`config.mk`:
```
export PLATFORM = sky130hd
export DESIGN_NAME = uprog_seq
export DESIGN_NICKNAME = d
export VERILOG_FILES = /design/src/rtl/uprog_pkg.sv /design/src/rtl/uprog_store.sv /design/src/rtl/uprog_regs.sv /design/src/rtl/uprog_exec.sv /design/src/rtl/uprog_seq.sv
export SDC_FILE = /design/constraint.sdc
export NUM_CORES = 1
export LEC_CHECK = 0
export ABC_AREA = 1
export BUFFER_PORTS_ARGS = -buffer_cell sky130_fd_sc_hd__buf_4
export CAP_MARGIN = 5
export CORE_ASPECT_RATIO = 1.75
export CORE_MARGIN = 1.5
export CORE_UTILIZATION = 30
export CTS_CLUSTER_SIZE = 40
export DETAILED_ROUTE_END_ITERATION = 10
export GPL_TIMING_DRIVEN = 0
export PLACE_DENSITY = 0.51
export SLEW_MARGIN = 20
export SYNTH_ARGS = -nofsm -noshare
export SYNTH_HDL_FRONTEND = slang
export SYNTH_SLANG_ARGS = --single-unit
```
`constraint.sdc`:
```
create_clock -name clk_i -period 11.8 [get_ports clk_i]
set_input_delay 2.36 -clock clk_i [delete_from_list [all_inputs] [get_ports clk_i]]
set_output_delay 2.36 -clock clk_i [all_outputs]
set_load 0.01 [all_outputs]
```
`src/rtl/uprog_pkg.sv`:
```
package uprog_pkg;
  localparam int NREG   = 4;
  localparam int NCNT   = 2;
  localparam int REG_AW = $clog2(NREG);
  localparam int CSEL_W = (NCNT > 1) ? $clog2(NCNT) : 1;

  typedef enum logic [2:0] {
    OP_STOP = 3'd0,
    OP_RDC  = 3'd1,
    OP_ADD  = 3'd2,
    OP_SUB  = 3'd3,
    OP_WM1  = 3'd4,
    OP_WM2  = 3'd5,
    OP_RSV6 = 3'd6,
    OP_RSV7 = 3'd7
  } op_e;

  typedef struct packed {
    op_e               op;
    logic [REG_AW-1:0] ra;
    logic [REG_AW-1:0] rb;
    logic [CSEL_W-1:0] csel;
  } instr_t;

  localparam int INSTR_W = $bits(instr_t);
endpackage

```
`src/rtl/uprog_store.sv`:
```
module uprog_store
  import uprog_pkg::*;
#(
  parameter int DEPTH = 8,
  localparam int AW   = $clog2(DEPTH)
) (
  input  logic          clk_i,
  input  logic          rst_ni,
  input  logic          we_i,
  input  logic [AW-1:0] waddr_i,
  input  instr_t        wdata_i,
  input  logic [AW-1:0] raddr_i,
  output instr_t        instr_o
);
  instr_t mem_q [DEPTH];

  for (genvar i = 0; i < DEPTH; i++) begin : g_slot
    always_ff @(posedge clk_i or negedge rst_ni) begin
      if (!rst_ni)                           mem_q[i] <= '0;
      else if (we_i && waddr_i == AW'(i))    mem_q[i] <= wdata_i;
    end
  end

  assign instr_o = mem_q[raddr_i];
endmodule

```
`src/rtl/uprog_regs.sv`:
```
module uprog_regs #(
  parameter int DATA_W = 16,
  parameter int NREG   = 4,
  localparam int AW    = $clog2(NREG)
) (
  input  logic              clk_i,
  input  logic              rst_ni,
  input  logic              cfg_we_i,
  input  logic [AW-1:0]     cfg_addr_i,
  input  logic [DATA_W-1:0] cfg_data_i,
  input  logic              exe_we_i,
  input  logic [AW-1:0]     exe_addr_i,
  input  logic [DATA_W-1:0] exe_data_i,
  input  logic [AW-1:0]     ra_addr_i,
  input  logic [AW-1:0]     rb_addr_i,
  output logic [DATA_W-1:0] ra_o,
  output logic [DATA_W-1:0] rb_o
);
  logic [NREG-1:0][DATA_W-1:0] regs_q;

  for (genvar i = 0; i < NREG; i++) begin : g_reg
    always_ff @(posedge clk_i or negedge rst_ni) begin
      if (!rst_ni)                                regs_q[i] <= '0;
      else if (exe_we_i && exe_addr_i == AW'(i))  regs_q[i] <= exe_data_i;
      else if (cfg_we_i && cfg_addr_i == AW'(i))  regs_q[i] <= cfg_data_i;
    end
  end

  assign ra_o = regs_q[ra_addr_i];
  assign rb_o = regs_q[rb_addr_i];


  regs_hold_chk: assert property (@(posedge clk_i) disable iff (!rst_ni)
    (!exe_we_i && !cfg_we_i) |=> $stable(regs_q));
endmodule

```
`src/rtl/uprog_exec.sv`:
```
module uprog_exec
  import uprog_pkg::*;
#(
  parameter int DATA_W = 16
) (
  input  logic                        valid_i,
  input  instr_t                      instr_i,
  input  logic [DATA_W-1:0]           ra_val_i,
  input  logic [DATA_W-1:0]           rb_val_i,
  input  logic [NCNT-1:0][DATA_W-1:0] cnt_i,
  output logic                        wr_en_o,
  output logic [REG_AW-1:0]           wr_addr_o,
  output logic [DATA_W-1:0]           wr_data_o,
  output logic [NCNT-1:0]             m1_we_o,
  output logic [NCNT-1:0]             m2_we_o,
  output logic [DATA_W-1:0]           mdata_o,
  output logic                        stop_o
);
  always_comb begin
    wr_en_o   = 1'b0;
    wr_data_o = rb_val_i;
    stop_o    = 1'b0;
    unique case (instr_i.op)
      OP_RDC: begin wr_en_o = valid_i; wr_data_o = cnt_i[instr_i.csel]; end
      OP_ADD: begin wr_en_o = valid_i; wr_data_o = rb_val_i + ra_val_i; end
      OP_SUB: begin wr_en_o = valid_i; wr_data_o = rb_val_i - ra_val_i; end
      OP_WM1, OP_WM2: ;
      default: stop_o = valid_i;
    endcase
  end

  assign wr_addr_o = instr_i.rb;
  assign mdata_o   = ra_val_i;

  for (genvar c = 0; c < NCNT; c++) begin : g_strb
    assign m1_we_o[c] = valid_i && instr_i.op == OP_WM1 && instr_i.csel == CSEL_W'(c);
    assign m2_we_o[c] = valid_i && instr_i.op == OP_WM2 && instr_i.csel == CSEL_W'(c);
  end
endmodule

```
`src/rtl/uprog_seq.sv`:
```
module uprog_seq
  import uprog_pkg::*;
#(
  parameter int DATA_W     = 16,
  parameter int PROG_DEPTH = 8,
  localparam int PC_W      = $clog2(PROG_DEPTH)
) (
  input  logic               clk_i,
  input  logic               rst_ni,
  input  logic               prog_we_i,
  input  logic [PC_W-1:0]    prog_addr_i,
  input  logic [INSTR_W-1:0] prog_data_i,
  input  logic               reg_we_i,
  input  logic [REG_AW-1:0]  reg_addr_i,
  input  logic [DATA_W-1:0]  reg_data_i,
  input  logic               trig_i,
  input  logic [DATA_W-1:0]  cnt0_i,
  input  logic [DATA_W-1:0]  cnt1_i,
  output logic               busy_o,
  output logic [NCNT-1:0]    match1_we_o,
  output logic [NCNT-1:0]    match2_we_o,
  output logic [DATA_W-1:0]  match_data_o
);
  logic              run_q;
  logic [PC_W-1:0]   pc_q;
  instr_t            instr;
  logic [DATA_W-1:0] ra_val, rb_val, wr_data;
  logic              wr_en, stop, last;
  logic [REG_AW-1:0] wr_addr;

  uprog_store #(.DEPTH(PROG_DEPTH)) u_store (
    .clk_i, .rst_ni,
    .we_i    (prog_we_i && !run_q),
    .waddr_i (prog_addr_i),
    .wdata_i (instr_t'(prog_data_i)),
    .raddr_i (pc_q),
    .instr_o (instr)
  );

  uprog_regs #(.DATA_W(DATA_W), .NREG(NREG)) u_regs (
    .clk_i, .rst_ni,
    .cfg_we_i   (reg_we_i && !run_q),
    .cfg_addr_i (reg_addr_i),
    .cfg_data_i (reg_data_i),
    .exe_we_i   (wr_en),
    .exe_addr_i (wr_addr),
    .exe_data_i (wr_data),
    .ra_addr_i  (instr.ra),
    .rb_addr_i  (instr.rb),
    .ra_o       (ra_val),
    .rb_o       (rb_val)
  );

  uprog_exec #(.DATA_W(DATA_W)) u_exec (
    .valid_i   (run_q),
    .instr_i   (instr),
    .ra_val_i  (ra_val),
    .rb_val_i  (rb_val),
    .cnt_i     ({cnt1_i, cnt0_i}),
    .wr_en_o   (wr_en),
    .wr_addr_o (wr_addr),
    .wr_data_o (wr_data),
    .m1_we_o   (match1_we_o),
    .m2_we_o   (match2_we_o),
    .mdata_o   (match_data_o),
    .stop_o    (stop)
  );

  assign last = (pc_q == PC_W'(PROG_DEPTH - 1));

  always_ff @(posedge clk_i or negedge rst_ni) begin
    if (!rst_ni) begin
      run_q <= 1'b0;
      pc_q  <= '0;
    end else if (!run_q) begin
      run_q <= trig_i;
      pc_q  <= '0;
    end else if (stop || last) begin
      run_q <= 1'b0;
      pc_q  <= '0;
    end else begin
      pc_q  <= pc_q + 1'b1;
    end
  end

  assign busy_o = run_q;


  start_chk: assert property (@(posedge clk_i) disable iff (!rst_ni)
    (!busy_o && trig_i) |=> (busy_o && pc_q == '0));

  step_chk: assert property (@(posedge clk_i) disable iff (!rst_ni)
    (busy_o && !stop && !last) |=> (busy_o && pc_q == $past(pc_q) + 1'b1));

  end_chk: assert property (@(posedge clk_i) disable iff (!rst_ni)
    (busy_o && (stop || last)) |=> !busy_o);

  strobe_onehot_chk: assert property (@(posedge clk_i) disable iff (!rst_ni)
    $onehot0({match1_we_o, match2_we_o}));

  strobe_idle_chk: assert property (@(posedge clk_i) disable iff (!rst_ni)
    ({match1_we_o, match2_we_o} != '0) |-> busy_o);
endmodule

```
==> results of run 1 <==
[layout by cell type, fill, tap and decap left out, types with 3 or more instances in the layout]
| master | count |
|---|---|
| nand2_1 | 342 |
| o21ai_0 | 164 |
| dfrtp_1 | 132 |
| inv_1 | 111 |
| buf_4 | 90 |
| nand3_1 | 87 |
| nor2_1 | 62 |
| a21oi_1 | 52 |
| o211ai_1 | 26 |
| clkbuf_1 | 20 |
| ha_1 | 20 |
| o21ai_1 | 18 |
| clkbuf_16 | 17 |
| o22ai_1 | 16 |
| xor2_1 | 16 |
| inv_2 | 15 |
| o221ai_1 | 15 |
| buf_2 | 13 |
| buf_6 | 12 |
| nand2_2 | 12 |
| nand3_2 | 8 |
| nor2_2 | 6 |
| nor2_4 | 6 |
| or2_2 | 6 |
| a22oi_1 | 5 |
| a31oi_1 | 5 |
| nor3_1 | 5 |
| a221oi_1 | 4 |
| nand4_1 | 4 |
| clkbuf_8 | 4 |
| nand2_4 | 3 |
| clkinv_2 | 3 |
[kinds of logic after synthesis]
group / after synthesis
AO/OA/AOI/OAI: 318
XOR/XNOR: 18
adder cells (fa/ha/maj): 21
buffers and inverters: 178
flip-flops: 132
multiplexers: 1
AND/OR/NAND/NOR: 545
[how the worst max path moves through the flow]
| stage | start | to | slack (ns) |
|---|---|---|---|
| 6_report | pc_q[2] | u_regs.regs_q[44] | 6.43 |
| 5_1_grt | pc_q[1] | u_regs.regs_q[44] | 6.04 |
| 3_5_place_dp | pc_q[2] | u_regs.regs_q[44] | 6.61 |
| 2_1_floorplan | pc_q[0] | match1_we_o[0] | 7.66 |
| 3_3_place_gp | pc_q[2] | u_regs.regs_q[44] | 6.61 |
| 4_1_cts | pc_q[0] | match2_we_o[0] | 6.57 |
[layout make-up]
type,instances,area [um2]
plain buffers,49,342
clock buffers,24,492
clock inverters,8,98.8
fillers,3138,18200
inverters,129,487
multi-input cells,903,4650
flip-flops and latches,132,3300
well taps,378,473
repair buffers,87,681
[flip-flops by register name (all words and copies together), names as in the netlist]
register       count
busy_o             1
u_regs.regs_q     64
pc_q               3
u_store.mem_q     64
[layer usage]
layer | vias to the layer above | routed length, um | GRT usage [%]
met4 | 0 | 2610 | 17.3
met1 | 4153 | 12000 | 22.9
met5 | - | 0 | 0
met2 | 349 | 18300 | 43.4
met3 | 135 | 1810 | 3.98
li1 | 4266 | - | -
[stage by stage]
step	cells	hold WS, ns	util [%]
floorplan	1213	0.448	-
global placement	1677	0.462	34.5
detailed placement	1678	0.468	34.6
CTS	1710	0.482	36.6
global route	1710	0.491	36.6
finish	1710	0.480	36.6
[worst reg2reg max path: cells and delay by family, from the launching register on]
kind | cells | cell delay (ns)
simple gates | 13 | 1.98
compound gates | 6 | 1.52
buf+inv | 5 | 1.07
flops | 1 | 0.37
fa+ha+maj | 1 | 0.34
==> flow_metrics.tcl, run 1 <==
set metrics [dict create \
    syn2layout_area_growth_pct 19.9 \
    startpoint_type "flop" \
    grt-ovfl-total 0 \
    diodes 0 \
    finalInstanceArea_um2 10500 \
    critPathTopFamily "simple AND/OR/NAND/NOR gates" \
    clk_pin_slew_ns 0.06 \
    numCtsBuffers 17 \
    synth_simple_gate_area_share_pct 27.2 \
    critPathBufInv 5 \
    setup_slack_ns 6.43 \
    synth-compound-area-share_pct 20.8 \
    ant_nets 0 \
    cpMostUsedCell "nand2_1" \
    avgSynthCellArea_um2 7.24 \
    drive_above_1_share_pct 15.9 \
    hold_buffers 0 \
    place.gp.congestion 0.969 \
    synth-seq-cells 132 \
    slew_viol_final 0 \
    routed_wl_um 34600 \
    hold_path.startpoint "u_store.mem_q[48]" \
    synth_top_area_share_pct 37.6 \
    rsz0062_at_grt "false" \
    cts_max_path_buffers 2 \
    crit_type "reg2reg" \
    synthCells 1213 \
    synth_top_family_by_area "simple AND/OR/NAND/NOR gates" \
    async_flop_share_pct 100 \
    drtIter0Drc 613 \
    crit_cells 25 \
    yosys-top-cells-count "nand2_1, o21ai_0, dfrtp_1, inv_1, nand3_1" \
    synth.most_common_cell "nand2_1" \
    fin_worst_skew_ns 0.0106 \
    num_rows 82 \
    synth_nets 1300 \
    min_path_cells 2 \
    finalSetupViolations 0 \
    clk_latency_ns 0.44 \
    hold_viol 0 \
    min_path_type "reg2reg" \
    syn_area_um2 8780 \
    cp_data_arrival_time_ns 5.69 \
    die_w_um 132 \
    synth-main-ff-cell "dfrtp_1" \
    reg2reg_to "u_regs.regs_q[44]" \
    yosys.area.top_type "dfrtp_1" \
    placed_cell_area_um2 9930 \
    ctsHtreeMaxLevel 4 \
    start_util_pct 30.6 \
    critical_path.slowest_cell "nor2_2" \
    finalCritPeriodShare_pct 45.5 \
    synthMuxAreaShare_pct 0.114 \
    antenna_found_initial 0 \
    num-nets-final 1406 \
    r2r-start "pc_q[2]" \
    ios 87 \
    tightestPinTransition_ns 1.01 \
    relSlewSlack_pct 31.9 \
    cts_resized 0 \
    post-route-min-period_ns 5.37 \
    synthAdderAreaFrac_pct 3.08 \
    drt_first_pass_iters 5 \
    fmax_mhz 186 \
    cts_sinks 132 \
    via_count 8903 \
    r2r_setup_slack_ns 6.43 \
    port_buffers 86 \
    core_um2 28700 \
    cts_tree "yes" \
    grt_pass1_vias 9100 \
    synth.distinct_cells 49 \
    grt_max_degree 82 \
    post_drt_wl_per_cell_um 20.3 \
    ys_seq_area_share_pct 37.6 \
    cp_max_fo 10 \
    preCtsSetupSlack_ns 6.61 \
    clk_root_buffer_cell "clkbuf_16" \
    ys_warn_count 0 \
    critical_path_required_ns 12.12 \
    slowest_delay_ns 0.54 \
    synth_xor_area_share_pct 1.80 \
    synthTopCellsByArea "dfrtp_1, nand2_1, o21ai_0" \
    min_to "u_store.mem_q[48]" \
    hpwl_um 27000 \
    synth_edf_count 0 \
    cts_setup_buffers 0 \
    reg2regPathDepth 25 \
    die-area_um2 30300 \
    grt_usage_pct 23.3 \
    detail_route.vias_per_cell 5.21 \
    die_h_um 229 \
    cap_violations 0 \
    worstSetupEndpointType "flop" \
    drc 0 \
    final.setup.tns_ns 0 \
    grt_pass1_wl_um 52600 \
    status "finished, final reports clean" \
]
Power of run 1 is not shown: default switching activity piles up to over one toggle a cycle in this logic, so the estimate is an artifact.
==> run 2, diff against run 1 <==
==> constraint.sdc (replaced) <==
create_clock -name clk_i -period 5.4 [get_ports clk_i]
set_input_delay 1.08 -clock clk_i [delete_from_list [all_inputs] [get_ports clk_i]]
set_output_delay 1.08 -clock clk_i [all_outputs]
set_load 0.01 [all_outputs]
==> run 2 against run 1 <==
Against the previous run:
- worst hold slack lost 0.0015 ns
- utilization grew 0.091 points
- first-iteration DRC count shrank 3.4%
- design area grew 0.25%
- register-to-register slack lost 6.1 ns
- via count shrank 0.24%
- non-clock buffer count is the same
- wire length grew 0.12%
- largest cell class unchanged
- clock skew grew 0.00076 ns
==> flow_metrics.tcl, run 2 (same netlist as run 1, synthesis figures left out) <==
set metrics [dict create \
    via_count 8882 \
    ios 87 \
    final_common_cell "nand2_1" \
    clk_pin_slew_ns 0.06 \
    status "finished, final reports clean" \
    cts_max_path_buffers 2 \
    r2r-start "pc_q[0]" \
    ctsHtreeMaxLevel 4 \
    num-nets-final 1406 \
    critPathTopFamily "simple AND/OR/NAND/NOR gates" \
    final_util_pct 36.7 \
    grt_pass1_wl_um 52600 \
    relSlewSlack_pct 31.8 \
    start_util_pct 30.6 \
    grt_max_degree 82 \
    num_rows 82 \
    final.setup.tns_ns 0 \
    post-route-min-period_ns 5.02 \
    hold_path.startpoint "u_store.mem_q[48]" \
    critPathBufInv 6 \
    grt_usage_pct 23.3 \
    cts_sinks 132 \
    numCtsBuffers 17 \
    worstSetupEndpointType "flop" \
    fin_worst_skew_ns 0.0113 \
    min_path_type "reg2reg" \
    hpwl_um 27000 \
    drt_first_pass_iters 5 \
    critical_path_required_ns 5.72 \
    final_cell_mix "nand2_1, o21ai_0, dfrtp_1" \
    die_w_um 132 \
    slew_viol_final 0 \
    antenna_found_initial 0 \
    syn2layout_area_growth_pct 20.2 \
    grt-ovfl-total 0 \
    dp_cells 1678 \
    hold_buffers 0 \
    fill_cells 3137 \
    setup_slack_ns 0.380 \
    post_drt_wl_per_cell_um 20.3 \
    drc 0 \
    slowest_delay_ns 0.42 \
    cts_tree "yes" \
    crit_type "reg2reg" \
    cp_data_arrival_time_ns 5.34 \
    preCtsSetupSlack_ns 0.205 \
    cpMostUsedCell "nand2_1" \
    largest_registers "u_regs.regs_q x64, u_store.mem_q x64, pc_q x3" \
    critical_path.slowest_cell "dfrtp_1" \
    ant_nets 0 \
    final_cell_count_no_fill 1710 \
    rsz0062_at_grt "false" \
    fmax_mhz 199 \
    routed_wl_um 34700 \
    diodes 0 \
    cts_setup_buffers 0 \
    drive_above_1_share_pct 16.1 \
    cap_violations 0 \
    die-area_um2 30300 \
    place.gp.congestion 0.969 \
    cts_resized 0 \
    seqCellArea_um2 3300 \
    detail_route.vias_per_cell 5.19 \
    clk_latency_ns 0.44 \
    die_h_um 229 \
    grt_pass1_vias 9100 \
    tightestPinTransition_ns 1.02 \
    crit_path_start "pc_q[0]" \
    cp_max_fo 10 \
    finalSetupViolations 0 \
    clk_root_buffer_cell "clkbuf_16" \
    port_buffers 86 \
    startpoint_type "flop" \
    core_um2 28700 \
    drtIter0Drc 592 \
    finalCritPeriodShare_pct 93.0 \
    hold_viol 0 \
    multi_input_area_um2 4670 \
]
==> run 2: cell counts in the layout (fill, tap and decap cells not counted) <==
No cell type changed its count.
==> run 2: worst reg2reg max path: cells and delay by family (launching register included) <==
kind            cells  cell delay (ns)
buf+inv             6             0.83
compound gates      5             1.10
simple gates       15             1.88
xor+xnor            1             0.22
flops               1             0.42
fa+ha+maj           2             0.46
==> run 2: final timing paths <==
path	to	slack (ns)	cells past startpoint
worst max-delay path	u_regs.regs_q[45]	0.38	29
worst min-delay path	u_store.mem_q[48]	0.48	2
worst max register to register	u_regs.regs_q[45]	0.38	29
worst min register to register	u_store.mem_q[48]	0.48	2
max in group asynchronous	u_regs.regs_q[13]	4.08	2
min in group asynchronous	u_store.mem_q[11]	0.54	1
==> run 2: final cells by class <==
| class | count | area share [%] |
|---|---|---|
| clock inverter | 8 | 0.937 |
| inverter | 129 | 4.61 |
| sequential | 132 | 31.3 |
| buffer | 49 | 3.25 |
| timing repair buffer | 87 | 6.45 |
| tap | 378 | 4.48 |
| multi-input combinational | 903 | 44.3 |
| clock buffer | 24 | 4.66 |
==> run 2: routing by layer <==
layer | GRT usage [%] | share of wire (%)
met5 | 0 | 0
met3 | 3.98 | 5.3
met1 | 22.9 | 34
met4 | 17.3 | 7.3
met2 | 43.4 | 53
==> run 2: metrics by stage <==
stage | hold slack, ns | area (um2)
2_1_floorplan | 0.448 | 8780
3_3_place_gp | 0.462 | 9900
3_5_place_dp | 0.468 | 9930
4_1_cts | 0.482 | 10500
5_1_grt | 0.491 | 10600
6_report | 0.479 | 10600
Power of run 2 is left out for the same reason.
